==> src/rtl/qdl_pkg.sv <==
// Package: shared strobe encoding and a one-hot channel decode helper.
// Assumes channel counts small enough to fit a 32-bit index.
package qdl_pkg;

    // Active-low strobe levels seen on the pins.
    typedef enum logic {
        STB_ACTIVE = 1'b0,
        STB_IDLE   = 1'b1
    } strobe_t;

    // One-hot decode of a channel index; out-of-range indices give zero.
    function automatic logic [31:0] chan_onehot(input int unsigned idx, input int unsigned nch);
        logic [31:0] v;
        v = '0;
        if (idx < nch) v[idx] = 1'b1;
        return v;
    endfunction

endpackage

==> src/rtl/qdl_pin_sampler.sv <==
// qdl_pin_sampler: registers every host pin once into the system clock
// domain. Assumes the pins are already synchronous to clk (or were
// synchronised upstream). Reset parks both strobes idle and shutdown off.
module qdl_pin_sampler
    import qdl_pkg::*;
#(
    parameter int DATA_W = 8,
    parameter int ADDR_W = 2
) (
    input  logic              clk,
    input  logic              rst_n,
    input  logic [DATA_W-1:0] pin_data,
    input  logic [ADDR_W-1:0] pin_addr,
    input  logic              pin_wr_n,
    input  logic              pin_ld_n,
    input  logic              pin_shdn,
    output logic [DATA_W-1:0] smp_data,
    output logic [ADDR_W-1:0] smp_addr,
    output strobe_t           smp_wr,
    output strobe_t           smp_ld,
    output logic              smp_shdn
);

    // Capture all pins on each clock; reset to an idle, powered state.
    always_ff @(posedge clk) begin
        if (!rst_n) begin
            smp_data <= '0;
            smp_addr <= '0;
            smp_wr   <= STB_IDLE;
            smp_ld   <= STB_IDLE;
            smp_shdn <= 1'b0;
        end else begin
            smp_data <= pin_data;
            smp_addr <= pin_addr;
            smp_wr   <= strobe_t'(pin_wr_n);
            smp_ld   <= strobe_t'(pin_ld_n);
            smp_shdn <= pin_shdn;
        end
    end

endmodule

==> src/rtl/qdl_write_decode.sv <==
// qdl_write_decode: turns the sampled address and write strobe into one
// write-enable per channel. Pure combinational; at most one bit is set.
module qdl_write_decode
    import qdl_pkg::*;
#(
    parameter int NUM_CH = 4,
    parameter int ADDR_W = 2
) (
    input  logic [ADDR_W-1:0] smp_addr,
    input  strobe_t           smp_wr,
    output logic [NUM_CH-1:0] ch_wr_en
);

    logic [31:0] sel_vec;

    // Decode the address only while the write strobe is active.
    always_comb begin
        sel_vec = chan_onehot(int'(smp_addr), NUM_CH);
        if (smp_wr == STB_ACTIVE) ch_wr_en = sel_vec[NUM_CH-1:0];
        else                      ch_wr_en = '0;
    end

endmodule

==> src/rtl/qdl_channel.sv <==
// qdl_channel: one staging register and one output register for a single
// channel. Transparency is modelled per clock: the staging register's
// next value feeds the output register, so with both enables set the bus
// reaches the output in the same update.
module qdl_channel #(
    parameter int DATA_W = 8
) (
    input  logic              clk,
    input  logic              rst_n,
    input  logic              wr_en,
    input  logic              ld_en,
    input  logic [DATA_W-1:0] bus_d,
    output logic [DATA_W-1:0] code
);

    logic [DATA_W-1:0] stage_q;
    logic [DATA_W-1:0] stage_nx;
    logic [DATA_W-1:0] out_q;

    // Next staging value: bus when written, otherwise hold.
    always_comb begin
        stage_nx = wr_en ? bus_d : stage_q;
    end

    // Staging register, zero at reset.
    always_ff @(posedge clk) begin
        if (!rst_n) stage_q <= '0;
        else        stage_q <= stage_nx;
    end

    // Output register follows the staging path while loading.
    always_ff @(posedge clk) begin
        if (!rst_n)     out_q <= '0;
        else if (ld_en) out_q <= stage_nx;
    end

    assign code = out_q;

endmodule

==> src/rtl/qdl_out_ctrl.sv <==
// qdl_out_ctrl: registers the global output enable from the sampled
// shutdown request so it lines up in time with the channel codes.
module qdl_out_ctrl (
    input  logic clk,
    input  logic rst_n,
    input  logic smp_shdn,
    output logic out_en
);

    // Enable is the inverse of the sampled request; enabled after reset.
    always_ff @(posedge clk) begin
        if (!rst_n) out_en <= 1'b1;
        else        out_en <= ~smp_shdn;
    end

endmodule

==> src/rtl/quad_dac_latch_ctrl.sv <==
// quad_dac_latch_ctrl: top of the parallel quad DAC latch controller.
// Samples the host pins, decodes writes, and instantiates one staging and
// output register pair per channel. Assumes synchronous pins; latency from
// pin to output is two clocks.
module quad_dac_latch_ctrl
    import qdl_pkg::*;
#(
    parameter int DATA_W = 8,
    parameter int NUM_CH = 4
) (
    input  logic                     clk,
    input  logic                     rst_n,
    input  logic [DATA_W-1:0]        bus_data,
    input  logic [$clog2(NUM_CH)-1:0] bus_addr,
    input  logic                     wr_n,
    input  logic                     ld_n,
    input  logic                     shdn_req,
    output logic [NUM_CH*DATA_W-1:0] dac_codes,
    output logic                     out_en
);

    localparam int ADDR_W = $clog2(NUM_CH);

    logic [DATA_W-1:0] smp_data;
    logic [ADDR_W-1:0] smp_addr;
    strobe_t           smp_wr;
    strobe_t           smp_ld;
    logic              smp_shdn;
    logic [NUM_CH-1:0] ch_wr_en;
    logic              ld_active;

    qdl_pin_sampler #(.DATA_W(DATA_W), .ADDR_W(ADDR_W)) u_sampler (
        .clk      (clk),
        .rst_n    (rst_n),
        .pin_data (bus_data),
        .pin_addr (bus_addr),
        .pin_wr_n (wr_n),
        .pin_ld_n (ld_n),
        .pin_shdn (shdn_req),
        .smp_data (smp_data),
        .smp_addr (smp_addr),
        .smp_wr   (smp_wr),
        .smp_ld   (smp_ld),
        .smp_shdn (smp_shdn)
    );

    qdl_write_decode #(.NUM_CH(NUM_CH), .ADDR_W(ADDR_W)) u_decode (
        .smp_addr (smp_addr),
        .smp_wr   (smp_wr),
        .ch_wr_en (ch_wr_en)
    );

    // Load is a broadcast to every channel.
    always_comb begin
        ld_active = (smp_ld == STB_ACTIVE);
    end

    for (genvar ch = 0; ch < NUM_CH; ch++) begin : g_ch
        qdl_channel #(.DATA_W(DATA_W)) u_chan (
            .clk   (clk),
            .rst_n (rst_n),
            .wr_en (ch_wr_en[ch]),
            .ld_en (ld_active),
            .bus_d (smp_data),
            .code  (dac_codes[ch*DATA_W +: DATA_W])
        );
    end

    qdl_out_ctrl u_outctl (
        .clk      (clk),
        .rst_n    (rst_n),
        .smp_shdn (smp_shdn),
        .out_en   (out_en)
    );

endmodule

==> config.mk <==
export PLATFORM = sky130hd
export DESIGN_NAME = quad_dac_latch_ctrl
export DESIGN_NICKNAME = d
export VERILOG_FILES = /design/src/rtl/qdl_pkg.sv /design/src/rtl/qdl_pin_sampler.sv /design/src/rtl/qdl_write_decode.sv /design/src/rtl/qdl_channel.sv /design/src/rtl/qdl_out_ctrl.sv /design/src/rtl/quad_dac_latch_ctrl.sv
export SDC_FILE = /design/constraint.sdc
export NUM_CORES = 1
export LEC_CHECK = 0
export CAP_MARGIN = 20
export CORE_MARGIN = 10
export CORE_UTILIZATION = 46
export CTS_CLUSTER_DIAMETER = 200
export DETAILED_ROUTE_END_ITERATION = 8
export PLACE_DENSITY = 0.74
export SLEW_MARGIN = 20
export SYNTH_ARGS = -nofsm -noshare
export SYNTH_HDL_FRONTEND = slang
export SYNTH_HIERARCHICAL = 1
export SYNTH_SLANG_ARGS = --single-unit
==> constraint.sdc <==
create_clock -name clk -period 1.15 [get_ports clk]
set_input_delay 0.1725 -clock clk [delete_from_list [all_inputs] [get_ports clk]]
set_output_delay 0.1725 -clock clk [all_outputs]
set_load 0.03 [all_outputs]
Word level (Yosys, flattened, before mapping)
Cells that the tools add are included.

ROM bits: 0. Memories kept: 0. Memory bits (writable): 0. Bits in registers: 78. Bits in latches: 0.

Divide/modulo/power cells: 0. Shifts and indexed selects: 0. Bitwise gates (word level): 1. Muxes and demuxes: 7. Reduce and logical (&&, ||, !) cells: 1. $lt $le $gt $ge: 2. Add/sub/neg operators: 0. Equal/unequal tests: 0. Multipliers: 0.

Operators with widths (number): $mux 8 (4); $lt 2x6->1 const B (1); $mux 4 (1); $demux 1 s2 (1); $ge 2x1->1 const B (1); $logic_and 1x1->1 (1); $mux 1 (1); $not 1->1 (1).

Depth between registers and ports, before layout
Depth in word-level cells: 6. Depth in mapped cells: 4.

Modules after synthesis
The synthesis kept the hierarchy.

By module, submodules not included: qdl_channel (cells each 51, instances 4, area each 560.5 µm², seq. area each 320.3 µm²); qdl_pin_sampler (cells each 27, instances 1, area each 361.6 µm², seq. area each 260.2 µm²); qdl_write_decode (cells each 4, instances 1, area each 30.0 µm², seq. area each 0.0 µm²); qdl_out_ctrl (cells each 2, instances 1, area each 23.8 µm², seq. area each 20.0 µm²); quad_dac_latch_ctrl (cells each 1, instances 1, area each 3.8 µm², seq. area each 0.0 µm²).

Worst setup path before layout
No wires, ideal clock.

Path kind: register to register. Start: reg u_sampler.smp_addr[0]. End: reg g_ch[1].u_chan.out_q[0]. Slack: 15 ps. Data required time: 1029 ps. Data arrival time: 1014 ps. Cell stages (with the launch flop): 5. Setup time: 121 ps. Period minus slack after synthesis: 1135 ps. Cells stage by stage: dfxtp_1 nor3b_1 buf_6 mux2i_1 a21oi_1.

Word-level cells in the longest chain between the ends: 6.

Ends and longest elaborated chain: from (decl) (line qdl_pin_sampler.sv:18) `output logic [ADDR_W-1:0] smp_addr,`; from (signal assigned) (line qdl_pin_sampler.sv:34) `smp_addr <= pin_addr;`; $lt 2x6->1 (implied by the code) or $ge 2x1->1 (tied branches) (line qdl_pkg.sv:15) `if (idx < nch) v[idx] = 1'b1;`; $logic_and 1x1->1 (implied by the code) (line qdl_pkg.sv:15); $mux 1 (implied by the code) (line qdl_pkg.sv:15); $demux 1 s2 *; $mux 4 * (line qdl_write_decode.sv:19) `if (smp_wr == STB_ACTIVE) ch_wr_en = sel_vec[NUM_CH-1:0];`; net ch_wr_en[1] (line quad_dac_latch_ctrl.sv:29) `logic [NUM_CH-1:0] ch_wr_en;`; $mux 8 * (line qdl_channel.sv:22) `stage_nx = wr_en ? bus_d : stage_q;`; to (signal assigned) (line qdl_channel.sv:34) `else if (ld_en) out_q <= stage_nx;`; to (decl) (line qdl_channel.sv:18) `logic [DATA_W-1:0] out_q;`.

The timed path passes the listed nets; every way through them passes the cells marked *. A chain may end at the register's enable or synchronous reset.

Worst setup path after layout
Start: reg u_sampler.smp_addr[0]. End: reg g_ch[1].u_chan.stage_q[5].

Word-level cells in the longest chain between the ends: 6.

Ends and longest elaborated chain: $lt 2x6->1 (implied by the code) or $ge 2x1->1 (tied branches) (line qdl_pkg.sv:15); $logic_and 1x1->1 (implied by the code) (line qdl_pkg.sv:15); $mux 1 (implied by the code) (line qdl_pkg.sv:15); $demux 1 s2 *; $mux 4 * (line qdl_write_decode.sv:19); net ch_wr_en[1] (line quad_dac_latch_ctrl.sv:29); $mux 8 * (line qdl_channel.sv:22); to (signal assigned) (line qdl_channel.sv:28) `else stage_q <= stage_nx;`; to (decl) (line qdl_channel.sv:16) `logic [DATA_W-1:0] stage_q;`.

Marks and branches as above.

==> results.cfg <==
[status]
status = finished, violations left
violations = setup timing

[detailed_routing]
drt-pass1-iter-count = 4
wire_per_inst_um = 15.8
antenna_left = 0
wirelength_um = 5800
viasPerCell = 5.01
drc = 0
vias = 1840
drt_iter0_drc = 67

[cts]
cts.clk_slew.worst_paths_ns = 0.08
cts.sink_count = 78
clockBufferDepth = 2
insertion_delay_ns = 0.35
tritoncts = built
cts_root_buf = clkbuf_8
htreeDepth = 3
cts_inserted_buffers = 9

[floorplan]
die_y_um = 96.1
fp.coreArea_mm2 = 0.00557
rows = 27
dieArea_mm2 = 0.00923
pin_count = 48
fp.dieW_um = 96.1
start_util_pct = 47.7

[global_routing]
grt_overflow = 0
met1_usage_pct = 15.7
grt_use_total_pct = 12.6
use_met2_pct = 18.3
grt_max_degree = 79
grt-busiest-layer = met2
grt_pass1_vias = 1828
grt_pass1_wl_um = 8880
antenna_found_initial = 0
use_met3_pct = 5.37

[worst_setup_path]
critPathMaxFanout = 8
worstSetupPathType = flip-flop to flip-flop
arrival_ns = 1.51
timing.critical_path.buf_inv = 1
path_cells = nor3b_4 -> buf_12 -> mux2i_4 -> nor2b_1
worst-endpoint-required_ns = 1.38
cp_top_family = flip-flops
end_kind = flip-flop
critical_path_depth = 4
worstSetupStartpointType = flip-flop
cp_slowest_cell = dfxtp_4
rr_worst_depth = 4
slowest_delay_ns = 0.38

[synth]
synthMuxAreaShare_pct = 12.0
avgSynthCellArea_um2 = 11.2
synth.top_cell.area_share_pct = 58.7
synthAdderAreaFrac_pct = 0
synth_top_family_by_area = simple AND/OR/NAND/NOR gates
synth_xor_area_share_pct = 0
ys_seq_elements = 78
synth_area_mm2 = 0.00266
async_flop_share_pct = 0
synth_cell_type_count = 16
ys_top_cells_by_area = dfxtp_1 59%, mux2i_1 12%, nor2b_1 7.5%, a21oi_1 6.0%, o21ai_0 4.5%
synth-compound-area-share_pct = 12.0
synth.yosys.seq_area_share_pct = 58.7
synth-edff-count = 0
yosysTopAreaCell = dfxtp_1
dominantRegCellSynth = dfxtp_1
synthesis.nets = 253
synth_simple_gate_area_share_pct = 12.2
synth_cells = 238
synth_warnings = 6

[finish]
layoutNonFillerInstCount = 367
areaGrowthSynthToFinish_pct = 43.7
antennaDiodeCount = 0
drive_gt1_share_pct = 40.3
finalNetCount = 305

[timing]
min_period_ns = 1.27
setup-tns-final_ns = -6.15
slew_violations = 0
finalSetupViolCount = 64
layout_setup_ws_ns = -0.124
clock.fmax_ghz = 0.785
hold_viol_final = 0
fin_skew_ns = 0.00695
rsz0062_at_grt = true
slew_headroom_pct = 67.9
tightestPinTransition_ns = 0.481
fin_crit_sh_pct = 111

[flow_run]
maxCapViolCount = 0

[power_and_ir_drop]
power_mw = 5.77
power.leakage_nw = 1.33
power_density_mw_per_mm2 = 1510
vdd_drop_max_uv = 1020

[worst_hold_path]
hold_depth = 3
hold_path_class = primary input to flip-flop

[placed_design]
dp_cells = 350
numPortBuffers = 47
dp_hpwl_um = 3370
place_ws_ns = -0.0935
place_congestion = 0.722
-- state kept, by name, summed over array words and instances, names as in the netlist --
signal,cells
g_ch.u_chan/code,32
g_ch.u_chan/stage_q,32
u_outctl/out_en,1
u_sampler/smp_addr,2
u_sampler/smp_data,8
u_sampler/smp_ld,1
u_sampler/smp_shdn,1
u_sampler/smp_wr,1
-- report_power, final --
group	total, mW	internal [mW]	switching (mW)
combinational	0.620	0.289	0.331
sequential	2.91	2.80	0.109
clock	2.24	1.23	1.01
total	5.77	4.32	1.45
-- Yosys cell counts, types with 2 or more instances --
library cell	n
nor2b_1	32
and2_1	4
o21ai_0	24
and2_2	7
a21oi_1	32
mux2i_1	32
buf_6	9
dfxtp_1	78
o21ai_1	8
buf_4	4
nor3b_1	2
nand2b_1	2
-- path summary, 6_finish.rpt --
| kind | startpoint | end | slack (ns) |
|---|---|---|---|
| worst min-delay path | rst_n | u_outctl/out_en$_SDFF_PN1_ | 0.27 |
| worst max register to register | u_sampler/smp_addr[0]$_SDFF_PN0_ | g_ch[1].u_chan/stage_q[5]$_SDFF_PN0_ | -0.12 |
| worst max-delay path | u_sampler/smp_addr[0]$_SDFF_PN0_ | g_ch[1].u_chan/stage_q[5]$_SDFF_PN0_ | -0.12 |
| worst min register to register | u_sampler/smp_shdn$_SDFF_PN0_ | u_outctl/out_en$_SDFF_PN1_ | 0.37 |
-- what timing repair did --
item | CTS | global route
setup buffers | 1 | 0
hold buffers | 0 | 0
pin swaps | 18 | 14
resized for setup | 29 | 64
endpoints found under the setup margin | 64 | 64
endpoints found under the hold margin | 0 | 0
-- through the flow --
step	cell area, µm²	hold slack [ns]	utilization [%]
2_1_floorplan	2660	0.241	-
3_3_place_gp	3100	0.345	55.6
3_5_place_dp	3100	0.350	55.6
4_1_cts	3460	0.238	62.1
5_1_grt	3820	0.263	68.6
6_report	3820	0.273	68.6
-- layer usage --
metal / wire, µm / part of all wire (%)
met5: 0 / 0
met4: 133 / 2.3
met3: 419 / 7.2
met2: 2760 / 48
met1: 2480 / 43
-- worst min-delay path, delay by kind of cell --
family / cells / cell delay [ns]
buffers and inverters: 2 / 0.29
AND/OR/NAND/NOR: 1 / 0.09
-- final cells by class --
cell class / instances / area [µm²]
Clock buffer: 9 / 124
Fill cell: 400 / 1750
Tap cell: 72 / 90.1
Inverter: 1 / 3.75
Multi-Input combinational cell: 146 / 1410
Clock inverter: 7 / 97.6
Sequential cell: 78 / 1570
Timing Repair Buffer: 54 / 527
-- cell usage in the layout, fill, tap and decap left out, drive strengths merged --
master         count
and3b              1
inv                2
clkinv             2
a21oi             32
nor2b             32
dfxtp             78
clkinvlp           2
o21ai             32
nand2              1
and2              11
nand2b             2
mux2i             32
bufinv             2
clkbuf             9
buf               41
nor3               1
nor3b              2
clkdlybuf4s50     13
-- cells by family (layout without fill, tap and decap cells) --
kind of cell,after synthesis,count (layout)
buffers and inverters,14,71
flip-flops,78,78
AND/OR/NAND/NOR,50,50
AO/OA/AOI/OAI,64,64
multiplexers,32,32
Power figures use the tool's default switching activity.
